**config.mk**
```make
export PLATFORM = sky130hd
export DESIGN_NAME = can_id_filter
export DESIGN_NICKNAME = d
export VERILOG_FILES = /design/src/rtl/can_filt_pkg.sv /design/src/rtl/filt_bank.sv /design/src/rtl/hit_prio.sv /design/src/rtl/rx_status.sv /design/src/rtl/can_id_filter.sv
export SDC_FILE = /design/constraint.sdc
export NUM_CORES = 1
export LEC_CHECK = 0
export BUFFER_PORTS_ARGS = -buffer_cell sky130_fd_sc_hd__buf_2
export CAP_MARGIN = 30
export CORE_MARGIN = 2
export CORE_UTILIZATION = 25
export DETAILED_ROUTE_END_ITERATION = 12
export PLACE_DENSITY = 0.88
export SETUP_SLACK_MARGIN = 0.2
export SLEW_MARGIN = 20
export SYNTH_ARGS = -nofsm -noshare
export SYNTH_HDL_FRONTEND = slang
export SYNTH_SLANG_ARGS = --single-unit
```
**constraint.sdc**
```tcl
create_clock -name clk -period 0.8 [get_ports clk]
set_input_delay 0.16 -clock clk [delete_from_list [all_inputs] [get_ports clk]]
set_output_delay 0.16 -clock clk [all_outputs]
set_load 0.005 [all_outputs]
```
**src/rtl/can_filt_pkg.sv**
```systemverilog
package can_filt_pkg;

  localparam int unsigned ID_BYTES = 4;
  localparam int unsigned ID_W     = 8 * ID_BYTES;

  typedef logic [ID_W-1:0] id_word_t;
  typedef logic [7:0]      id_byte_t;

  // One byte passes when each bit is equal or masked (mask 1 = ignore).
  function automatic logic byte_pass(input id_byte_t rx,
                                     input id_byte_t pat,
                                     input id_byte_t msk);
    id_byte_t diff;
    diff = (rx ^ pat) & ~msk;
    return (diff == '0);
  endfunction

  // Number of the lowest set bit of a match vector; 0 if none set.
  function automatic int unsigned lowest_set(input logic [31:0] vec,
                                             input int unsigned n);
    int unsigned idx;
    idx = 0;
    for (int i = 31; i >= 0; i--) begin
      if (i < int'(n) && vec[i]) idx = i;
    end
    return idx;
  endfunction

endpackage

```
**src/rtl/filt_bank.sv**
```systemverilog
module filt_bank
  import can_filt_pkg::*;
#(
  parameter int unsigned BYTES = ID_BYTES
) (
  input  logic [8*BYTES-1:0] rx_id,
  input  logic [8*BYTES-1:0] pattern,
  input  logic [8*BYTES-1:0] mask,
  output logic               bank_hit
);

  logic [BYTES-1:0] byte_ok;

  for (genvar b = 0; b < BYTES; b++) begin : g_byte
    assign byte_ok[b] = byte_pass(rx_id[8*b +: 8], pattern[8*b +: 8], mask[8*b +: 8]);
  end

  assign bank_hit = &byte_ok;

endmodule

```
**src/rtl/hit_prio.sv**
```systemverilog
module hit_prio
  import can_filt_pkg::*;
#(
  parameter int unsigned N      = 2,
  parameter int unsigned CODE_W = 3
) (
  input  logic [N-1:0]      match,
  output logic              any_hit,
  output logic [CODE_W-1:0] code
);

  logic [31:0] match_wide;

  always_comb begin
    match_wide = '0;
    match_wide[N-1:0] = match;
  end

  assign any_hit = |match;
  assign code    = CODE_W'(lowest_set(match_wide, N));

endmodule

```
**src/rtl/rx_status.sv**
```systemverilog
module rx_status #(
  parameter int unsigned CODE_W = 3
) (
  input  logic              clk,
  input  logic              rst_n,
  input  logic              frame_valid,
  input  logic              any_hit,
  input  logic [CODE_W-1:0] win_code,
  input  logic              clr_full,
  input  logic              clr_ovr,
  output logic              rx_full,
  output logic              overrun,
  output logic [CODE_W-1:0] hit_code,
  output logic              accept_ev,
  output logic              refuse_ev
);

  logic full_eff;

  // A clear in the same cycle frees the buffer before the frame is judged.
  assign full_eff  = rx_full & ~clr_full;
  assign accept_ev = frame_valid & any_hit & ~full_eff;
  assign refuse_ev = frame_valid & any_hit &  full_eff;

  always_ff @(posedge clk or negedge rst_n) begin
    if (!rst_n) begin
      rx_full  <= 1'b0;
      overrun  <= 1'b0;
      hit_code <= '0;
    end else begin
      if (accept_ev) begin
        rx_full  <= 1'b1;
        hit_code <= win_code;
      end else if (clr_full) begin
        rx_full  <= 1'b0;
      end
      if (refuse_ev)    overrun <= 1'b1;
      else if (clr_ovr) overrun <= 1'b0;
    end
  end

endmodule

```
**src/rtl/can_id_filter.sv**
```systemverilog
module can_id_filter
  import can_filt_pkg::*;
#(
  parameter int unsigned NUM_BANKS = 2,
  parameter int unsigned HIT_W     = 3
) (
  input  logic                      clk,
  input  logic                      rst_n,
  input  logic                      frame_valid,
  input  logic [ID_W-1:0]           frame_id,
  input  logic [NUM_BANKS*ID_W-1:0] acc_pattern,
  input  logic [NUM_BANKS*ID_W-1:0] acc_mask,
  input  logic                      clr_full,
  input  logic                      clr_ovr,
  output logic                      rx_full,
  output logic                      overrun,
  output logic [HIT_W-1:0]          hit_code
);

  localparam int unsigned BANK_W = ID_W;

  logic [NUM_BANKS-1:0] match_vec;
  logic                 any_match;
  logic [HIT_W-1:0]     win_code;
  logic                 accept_ev;
  logic                 refuse_ev;

  for (genvar k = 0; k < NUM_BANKS; k++) begin : g_bank
    filt_bank #(.BYTES(ID_BYTES)) u_bank (
      .rx_id    (frame_id),
      .pattern  (acc_pattern[BANK_W*k +: BANK_W]),
      .mask     (acc_mask[BANK_W*k +: BANK_W]),
      .bank_hit (match_vec[k])
    );
  end

  hit_prio #(.N(NUM_BANKS), .CODE_W(HIT_W)) u_prio (
    .match   (match_vec),
    .any_hit (any_match),
    .code    (win_code)
  );

  rx_status #(.CODE_W(HIT_W)) u_stat (
    .clk         (clk),
    .rst_n       (rst_n),
    .frame_valid (frame_valid),
    .any_hit     (any_match),
    .win_code    (win_code),
    .clr_full    (clr_full),
    .clr_ovr     (clr_ovr),
    .rx_full     (rx_full),
    .overrun     (overrun),
    .hit_code    (hit_code),
    .accept_ev   (accept_ev),
    .refuse_ev   (refuse_ev)
  );

endmodule

```
==> results of run 1 <==
-- cell usage in the layout (no fill, tap or decap) --
| cell | n |
|---|---|
| buf_2 | 160 |
| xnor2_1 | 58 |
| o22ai_1 | 27 |
| buf_4 | 10 |
| nor4_1 | 5 |
| xnor2_2 | 5 |
| o22ai_2 | 3 |
| clkbuf_8 | 3 |
| buf_6 | 3 |
| buf_8 | 3 |
| dfrtp_1 | 3 |
| o21ai_0 | 2 |
| nor3_1 | 2 |
| nor2_1 | 2 |
| conb_1 | 2 |
| nand2b_1 | 1 |
| o22a_1 | 1 |
| o211ai_1 | 1 |
| nand3_1 | 1 |
| xnor2_4 | 1 |
| or4_4 | 1 |
| nor3_4 | 1 |
| and3_1 | 1 |
| a31oi_1 | 1 |
| a21oi_1 | 1 |
| inv_1 | 1 |
| o2bb2a_4 | 1 |
| nand2_1 | 1 |
| clkbuf_1 | 1 |
| dlygate4sd3_1 | 1 |
-- cells in the mapped netlist, drive strengths merged --
| cell type | n |
|---|---|
| a21oi | 1 |
| a31oi | 1 |
| and3 | 1 |
| buf | 2 |
| conb | 1 |
| dfrtp | 3 |
| inv | 1 |
| nand2 | 1 |
| nand2b | 1 |
| nand3 | 1 |
| nor2 | 2 |
| nor3 | 3 |
| nor4 | 5 |
| o211ai | 1 |
| o21ai | 2 |
| o22a | 1 |
| o22ai | 30 |
| o2bb2a | 1 |
| or4 | 1 |
| xnor2 | 64 |
-- stage by stage --
stage,area [sq um],hold slack (ns),instances
after global routing,2140,0.153,353
after CTS,2080,0.149,353
after detailed placement,1970,-0.0415,347
after global placement,1970,-0.0439,347
after floorplan,1030,-0.136,124
final,2140,0.152,353
-- final timing paths --
check,start,depth (start not counted),end,slack (ns)
min in group asynchronous,rst_n,2,u_stat.rx_full,0.27
worst max-delay path,frame_id[3],7,u_stat.overrun,-0.58
max in group asynchronous,rst_n,2,u_stat.hit_code[0],0.42
worst min-delay path,clr_ovr,2,u_stat.overrun,0.15
worst max register to register,u_stat.rx_full,3,u_stat.hit_code[0],-0.01
worst min register to register,u_stat.overrun,2,u_stat.overrun,0.54
-- power by group through the flow --
stage	Clock, mW	Sequential (mW)	Combinational, mW
floorplan	0	0.155	0.458
global placement	0	0.155	1.01
detailed placement	0	0.155	1.04
CTS	0.441	0.153	1.07
global route	0.460	0.153	1.20
finish	0.435	0.153	1.11
-- cells by family after synthesis --
kind of cell | count (synthesis) | share of synthesized area, %
simple gates | 15 | 9.69
compound gates | 37 | 25.0
buf+inv | 3 | 1.86
flops | 3 | 7.45
other cells | 1 | 0.372
xor+xnor | 64 | 55.7
-- state kept, by name, summed over array words and instances, names as in the netlist --
register / flops
u_stat.rx_full: 1
u_stat.overrun: 1
u_stat.hit_code: 1
-- timing repair --
item                                    in CTS  in global routing
pin swaps                                    1                  6
hold buffers                                 1                  0
endpoints found under the setup margin       6                  6
buffers inserted                             1                  0
resized for setup                            8                 12
hold endpoints to repair                     3                  0
gates cloned                                 0                  0
-- cell type report --
class / instances / share of cell area (%)
timing repair buffer: 177 / 45.1
sequential: 3 / 3.51
clock buffer: 4 / 2.11
inverter: 1 / 0.176
tap: 50 / 2.93
multi-input combinational: 118 / 46.1
-- critical path, cell delays in order --
cell	delay [ns]
buf_8	0.10
xnor2_2	0.17
o22ai_2	0.10
or4_4	0.55
nor3_4	0.16
o2bb2a_4	0.18
o22ai_2	0.08
-- routing by layer --
layer / routed length [um] / global-route usage (%) / vias up
met5: 0 / 0 / -
met4: 25 / 5.36 / 0
met2: 2650 / 33.7 / 86
met1: 1640 / 21.1 / 745
li1: - / - / 813
met3: 314 / 2.67 / 6
==> impl_metrics.ini, run 1 <==
[grt]
antenna_found_initial = 0
gr-usage-all-layers_pct = 18.1
grt_pass1_vias = 1590
grt_max_degree = 5
overflow = 0
grt_pass1_wl_mm = 6.36

[pwr]
p_leak_nw = 1.05
p_total_mw = 1.70
power.switching_mw = 0.523
combPwrFrac_pct = 65.3
p_int_mw = 1.17
irDropWorstVdd_uv = 404
seq_power_share_pct = 9.1
power_density_mw_per_mm2 = 793
switching_share_pct = 30.8
clock_power_share_pct = 25.7

[placed_design]
dp_hpwl_mm = 4.21
routabilityCongestion = 0.782
io_buffers = 167
post-place-ws_ns = -0.837

[floorplanning]
initial_core_util_pct = 25.5
rows = 23
chipHeight_um = 67.5
core-area_sq_mm = 0.00394
dieArea_sq_mm = 0.00455
die_width_um = 67.5
ios = 170

[logic_synthesis]
synth.cell_area_sq_mm = 0.00101
seq_area_frac_synth_pct = 7.45
ys_seq_elements = 3
synth_cell_types = 22
synthCells = 123
avgSynthCellArea_sq_um = 8.19
synth_top_area_share_pct = 55.7
yosysWarnings = 0
synthTopCellsByArea = xnor2_1 56%, o22ai_1 18%, dfrtp_1 7.5%
yosysTopAreaCell = xnor2_1

[sta]
setup_viol = 6
rsz0062_at_grt = yes
finalMaxSlewViolations = 0
clock_skew_ns = 0.000789
finalWorstSetupSlack_ns = -0.583
period_share_pct = 173
hold_viol_final = 0
fin_tns_setup_ns = -1.82
fin_crit_ns = 1.38
fmax_ghz = 0.723

[finish]
fillers = 349
syn_to_final_growth_pct = 112
post-route-util_pct = 54.2
multi_input_area_sq_um = 986
num_antenna_cells = 0
drive_gt1_share_pct = 63.0
layout.nets = 469
seq_area_sq_um = 75.1

[route]
drtIter0Drc = 45
firstDrtPassIters = 4
drc = 0
wl_per_cell_um = 13.1
ant_nets = 0
vias = 1650
drt-total-wl_mm = 4.63
viasPerCell = 4.67

[worst_hold_path]
hold_class = in2reg

[status]
status = finished, violations left
violations = negative setup slack

[cts]
clk_pin_slew_ns = 0.03
numCtsBuffers = 3
htree_levels = 1
cts_tree = built
cts-root-buf = clkbuf_8
clock_sinks = 3
clock_latency_ns = 0.21
clockBufferDepth = 2

[job]
drv_cap = 0

[critical_path]
worst_setup_path_start_kind = input port
required_ns = 0.93
worst-path-max-fanout = 2
worstPathArrival_ns = 1.51
worstSetupEndpointType = flip-flop
critPathKind = in2reg
No activity file was read; power rests on OpenSTA's default activity.
==> run 2: changes to the inputs <==
--- a/config.mk
+++ b/config.mk
@@ -11,6 +11,7 @@
 export CORE_UTILIZATION = 25
 export DETAILED_ROUTE_END_ITERATION = 12
 export PLACE_DENSITY = 0.88
+export RECOVER_POWER = 100
 export SETUP_SLACK_MARGIN = 0.2
 export SLEW_MARGIN = 20
 export SYNTH_ARGS = -nofsm -noshare
==> impl_metrics.ini, run 2 (synthesis gave the netlist of run 1 again) <==
[critical_path]
critical_path_buf_inv_count = 1
critPathKind = in2reg
r2r-end = u_stat.hit_code[0]
worst-path-max-fanout = 2
crit_top_cell = o22ai_2
path_cells = buf_8 -> xnor2_2 -> o22ai_2 -> or4_4 -> nor3_4 -> o2bb2a_4 -> o22ai_2
worst_setup_path_start_kind = input port
cpPeakStageDelay_ns = 0.55
critPathSlowestCell = or4_4
crit_start = frame_id[3]
worstPathArrival_ns = 1.51
r2r_cells = 3
path_depth = 7
reg2reg_setup_slack_ns = -0.01
r2r_start = u_stat.rx_full
worstSetupEndpointType = flip-flop
required_ns = 0.93
crit_family = simple AND/OR/NAND/NOR gates
crit_end = u_stat.overrun

[pwr]
p_leak_nw = 1.05
combPwrFrac_pct = 65.3
power_density_mw_per_mm2 = 794
clock_power_share_pct = 25.7
power.switching_mw = 0.523
switching_share_pct = 30.9
irDropWorstVdd_uv = 404
seq_power_share_pct = 9.1
p_int_mw = 1.17

[route]
vias = 1650
ant_nets = 0
firstDrtPassIters = 4
wl_per_cell_um = 13.1
drt-total-wl_mm = 4.63
viasPerCell = 4.67
drtIter0Drc = 45
drc = 0

[finish]
post-route-util_pct = 54.2
stdcell_count = 353
layout.nets = 469
drive_gt1_share_pct = 62.7
layout_common_cells = 159 x buf_2, 58 x xnor2_1, 27 x o22ai_1, 10 x buf_4
top_regs = u_stat.hit_code x1, u_stat.overrun x1, u_stat.rx_full x1
num_antenna_cells = 0
syn_to_final_growth_pct = 112
final_common_cell = buf_2

[grt]
grt_max_degree = 5
grt_pass1_wl_mm = 6.36
antenna_found_initial = 0
use_met2_pct = 33.7
met1_usage_pct = 21.1
grt_pass1_vias = 1590
top_usage_layer = met2
gr-usage-all-layers_pct = 18.1
grt_util_met3_pct = 2.67
overflow = 0

[sta]
whs_ns = 0.152
fmax_ghz = 0.723
rsz0062_at_grt = yes
period_share_pct = 173
hold_viol_final = 0
clock_skew_ns = 0.000789
finalWorstSetupSlack_ns = -0.583
fin_crit_ns = 1.38
setup_viol = 6
finalMaxSlewViolations = 0

[floorplanning]
chipHeight_um = 67.5
rows = 23
dieArea_sq_mm = 0.00455
ios = 170
die_width_um = 67.5
initial_core_util_pct = 25.5
core-area_sq_mm = 0.00394

[job]
drv_cap = 0

[cts]
cts-root-buf = clkbuf_8
clockBufferDepth = 2
clock_latency_ns = 0.21
cts_tree = built
clk_pin_slew_ns = 0.03
clock_sinks = 3
htree_levels = 1
numCtsBuffers = 3

[placed_design]
dp_hpwl_mm = 4.21
placedCellCount = 347
io_buffers = 167
post-place-ws_ns = -0.837
routabilityCongestion = 0.782

[status]
violations = negative setup slack
status = finished, violations left

[worst_hold_path]
hold_class = in2reg
whs_path_depth = 2
==> run 2: metal layers <==
metal,up-vias,wire [um]
met5,-,0
met4,0,25
met3,6,314
met2,86,2650
met1,745,1640
li1,813,-
==> run 2: repair_timing <==
| action | CTS | global route |
|---|---|---|
| gates resized for setup | 8 | 12 |
| endpoints found under the setup margin | 6 | 6 |
| endpoints found under the hold margin | 3 | 0 |
| pin swaps | 1 | 6 |
| buffers inserted | 1 | 0 |
| hold buffers | 1 | 0 |
==> run 2: cell type report <==
class	count	area [sq um]
inverter	1	3.75
clock buffer	4	45.0
timing repair buffer	177	963
tap	50	62.6
fill	350	1810
sequential	3	75.1
multi-input combinational	118	986
==> run 2: power groups by stage <==
stage | clock, mW | combinational (mW) | sequential [mW]
final | 0.435 | 1.11 | 0.153
after CTS | 0.441 | 1.07 | 0.153
after global placement | 0 | 1.01 | 0.155
after floorplan | 0 | 0.458 | 0.155
after detailed placement | 0 | 1.04 | 0.155
after global routing | 0.460 | 1.20 | 0.153
==> run 2: worst min path at each step <==
stage                              end    start  slack, ns
finish                  u_stat.overrun  clr_ovr       0.15
global route            u_stat.overrun  clr_ovr       0.15
CTS                     u_stat.overrun  clr_ovr       0.15
detailed placement      u_stat.overrun    rst_n      -0.04
global placement        u_stat.overrun    rst_n      -0.04
floorplan           u_stat.hit_code[0]    rst_n      -0.14
==> run 2: per-stage QoR <==
step                TNS (ns)  power (mW)  instance area (sq um)
floorplan              -1.58       0.613                   1030
global placement       -2.13        1.17                   1970
detailed placement     -2.42        1.19                   1970
CTS                    -1.77        1.67                   2080
global route           -2.10        1.82                   2140
finish                 -1.82        1.69                   2140
==> run 2: worst register-to-register path, cell delays in order, from the launching register on <==
cell and delay, ns:
dfrtp_1 0.33, nand2b_1 0.11, a31oi_1 0.19, a21oi_1 0.05
==> run 3: changes to the inputs <==
--- a/config.mk
+++ b/config.mk
@@ -12,6 +12,7 @@
 export DETAILED_ROUTE_END_ITERATION = 12
 export PLACE_DENSITY = 0.88
 export RECOVER_POWER = 100
+export REMOVE_ABC_BUFFERS = 1
 export SETUP_SLACK_MARGIN = 0.2
 export SLEW_MARGIN = 20
 export SYNTH_ARGS = -nofsm -noshare
==> impl_metrics.ini, run 3 (synthesis gave the netlist of run 1 again) <==
[status]
status = finished, violations left
violations = negative setup slack

[cts]
clock_sinks = 3
numCtsBuffers = 3
cts_tree = built
clk_pin_slew_ns = 0.03
clock_latency_ns = 0.22
htree_levels = 1
cts-root-buf = clkbuf_8
clockBufferDepth = 2

[placed_design]
post-place-ws_ns = -0.869
io_buffers = 167
dp_hpwl_mm = 4.25
routabilityCongestion = 0.795

[floorplanning]
chipHeight_um = 67.5
core-area_sq_mm = 0.00394
die_width_um = 67.5
dieArea_sq_mm = 0.00455
rows = 23
initial_core_util_pct = 25.5
ios = 170

[finish]
layout.nets = 473
drive_gt1_share_pct = 63.5
final_common_cell = buf_2
syn_to_final_growth_pct = 113
num_antenna_cells = 0
layout_common_cells = 162 x buf_2, 56 x xnor2_1, 29 x o22ai_1, 11 x buf_4, 8 x xnor2_2
fillers = 360
top_regs = u_stat.hit_code x1, u_stat.overrun x1, u_stat.rx_full x1

[pwr]
combPwrFrac_pct = 64.9
irDropWorstVdd_uv = 294
power_density_mw_per_mm2 = 789
power.switching_mw = 0.525
seq_power_share_pct = 9.1
switching_share_pct = 31.0
p_int_mw = 1.17
p_leak_nw = 1.07
p_total_mw = 1.69
clock_power_share_pct = 26.0

[grt]
grt_max_degree = 5
grt_pass1_vias = 1591
grt_pass1_wl_mm = 6.60
gr-usage-all-layers_pct = 19.0
antenna_found_initial = 0
overflow = 0

[critical_path]
critical_path_buf_inv_count = 1
critPathSlowestCell = or4_4
cpPeakStageDelay_ns = 0.51
worstPathArrival_ns = 1.47
crit_family = simple AND/OR/NAND/NOR gates
required_ns = 0.94
worst_setup_path_start_kind = input port
critPathKind = in2reg
worstSetupEndpointType = flip-flop
path_cells = buf_2 -> xnor2_1 -> o22ai_1 -> or4_4 -> nor3_4 -> o2bb2a_4 -> o22ai_2
worst-path-max-fanout = 2

[job]
drv_cap = 0

[sta]
hold_viol_final = 0
rsz0062_at_grt = yes
finalMaxSlewViolations = 0
setup_viol = 6
period_share_pct = 166
fin_tns_setup_ns = -1.69
fin_crit_ns = 1.33
fmax_ghz = 0.753
clock_skew_ns = 0.00232
finalWorstSetupSlack_ns = -0.528

[route]
met1_length_mm = 1.68
wl_met3_um = 300
viasPerCell = 4.56
firstDrtPassIters = 4
dr_wl_met2_mm = 2.58
dr.max_layer_used = met4
vias = 1627
wl_per_cell_um = 13.0
drt-total-wl_mm = 4.64
ant_nets = 0
drc = 0
drtIter0Drc = 31

[worst_hold_path]
hold_class = in2reg
-- run 3: final cells by class --
cell class	instances	area [sq um]	share of cell area, %
Inverter	1	3.75	0.175
Timing Repair Buffer	181	978	45.6
Sequential cell	3	75.1	3.50
Tap cell	50	62.6	2.92
Multi-Input combinational cell	118	980	45.7
Clock buffer	4	45.0	2.10
-- run 3: final timing paths --
check | from | end | slack (ns) | depth (start not counted)
max in group asynchronous | rst_n | u_stat.hit_code[0] | 0.37 | 2
hold reg to reg | u_stat.rx_full | u_stat.rx_full | 0.57 | 2
min in group asynchronous | rst_n | u_stat.rx_full | 0.28 | 2
setup / recovery | acc_pattern[45] | u_stat.overrun | -0.53 | 7
hold / removal | clr_ovr | u_stat.overrun | 0.15 | 2
setup reg to reg | u_stat.rx_full | u_stat.hit_code[0] | -0.03 | 3
-- run 3: metrics by stage --
stage | cells | hold WS [ns] | cell area [sq um] | utilization [%]
after global routing | 357 | 0.154 | 2140 | 54.4
after detailed placement | 350 | -0.0423 | 1980 | 50.1
after global placement | 350 | -0.0445 | 1980 | 50.1
after floorplan | 122 | -0.136 | 996 | -
after CTS | 357 | 0.147 | 2090 | 52.9
final | 357 | 0.150 | 2140 | 54.4
-- run 3: metal layers --
metal	global-route usage, %	vias up
li1	-	820
met1	22.3	714
met2	36.2	84
met3	1.67	9
met4	5.61	0
met5	0	-
-- run 3: what timing repair did --
action / in CTS / in global routing
hold buffers: 1 / 0
resized for setup: 7 / 11
gates cloned: 0 / 0
setup buffers: 2 / 0
endpoints found under the setup margin: 6 / 6
hold endpoints to repair: 3 / 0
pin swaps: 12 / 10
-- run 3: power groups by stage --
| stage | Clock, mW | Combinational (mW) | Sequential, mW |
|---|---|---|---|
| 3_5_place_dp | 0 | 1.04 | 0.155 |
| 5_1_grt | 0.465 | 1.20 | 0.154 |
| 4_1_cts | 0.448 | 1.07 | 0.154 |
| 2_1_floorplan | 0 | 0.446 | 0.155 |
| 3_3_place_gp | 0 | 1.02 | 0.155 |
| 6_report | 0.440 | 1.10 | 0.154 |
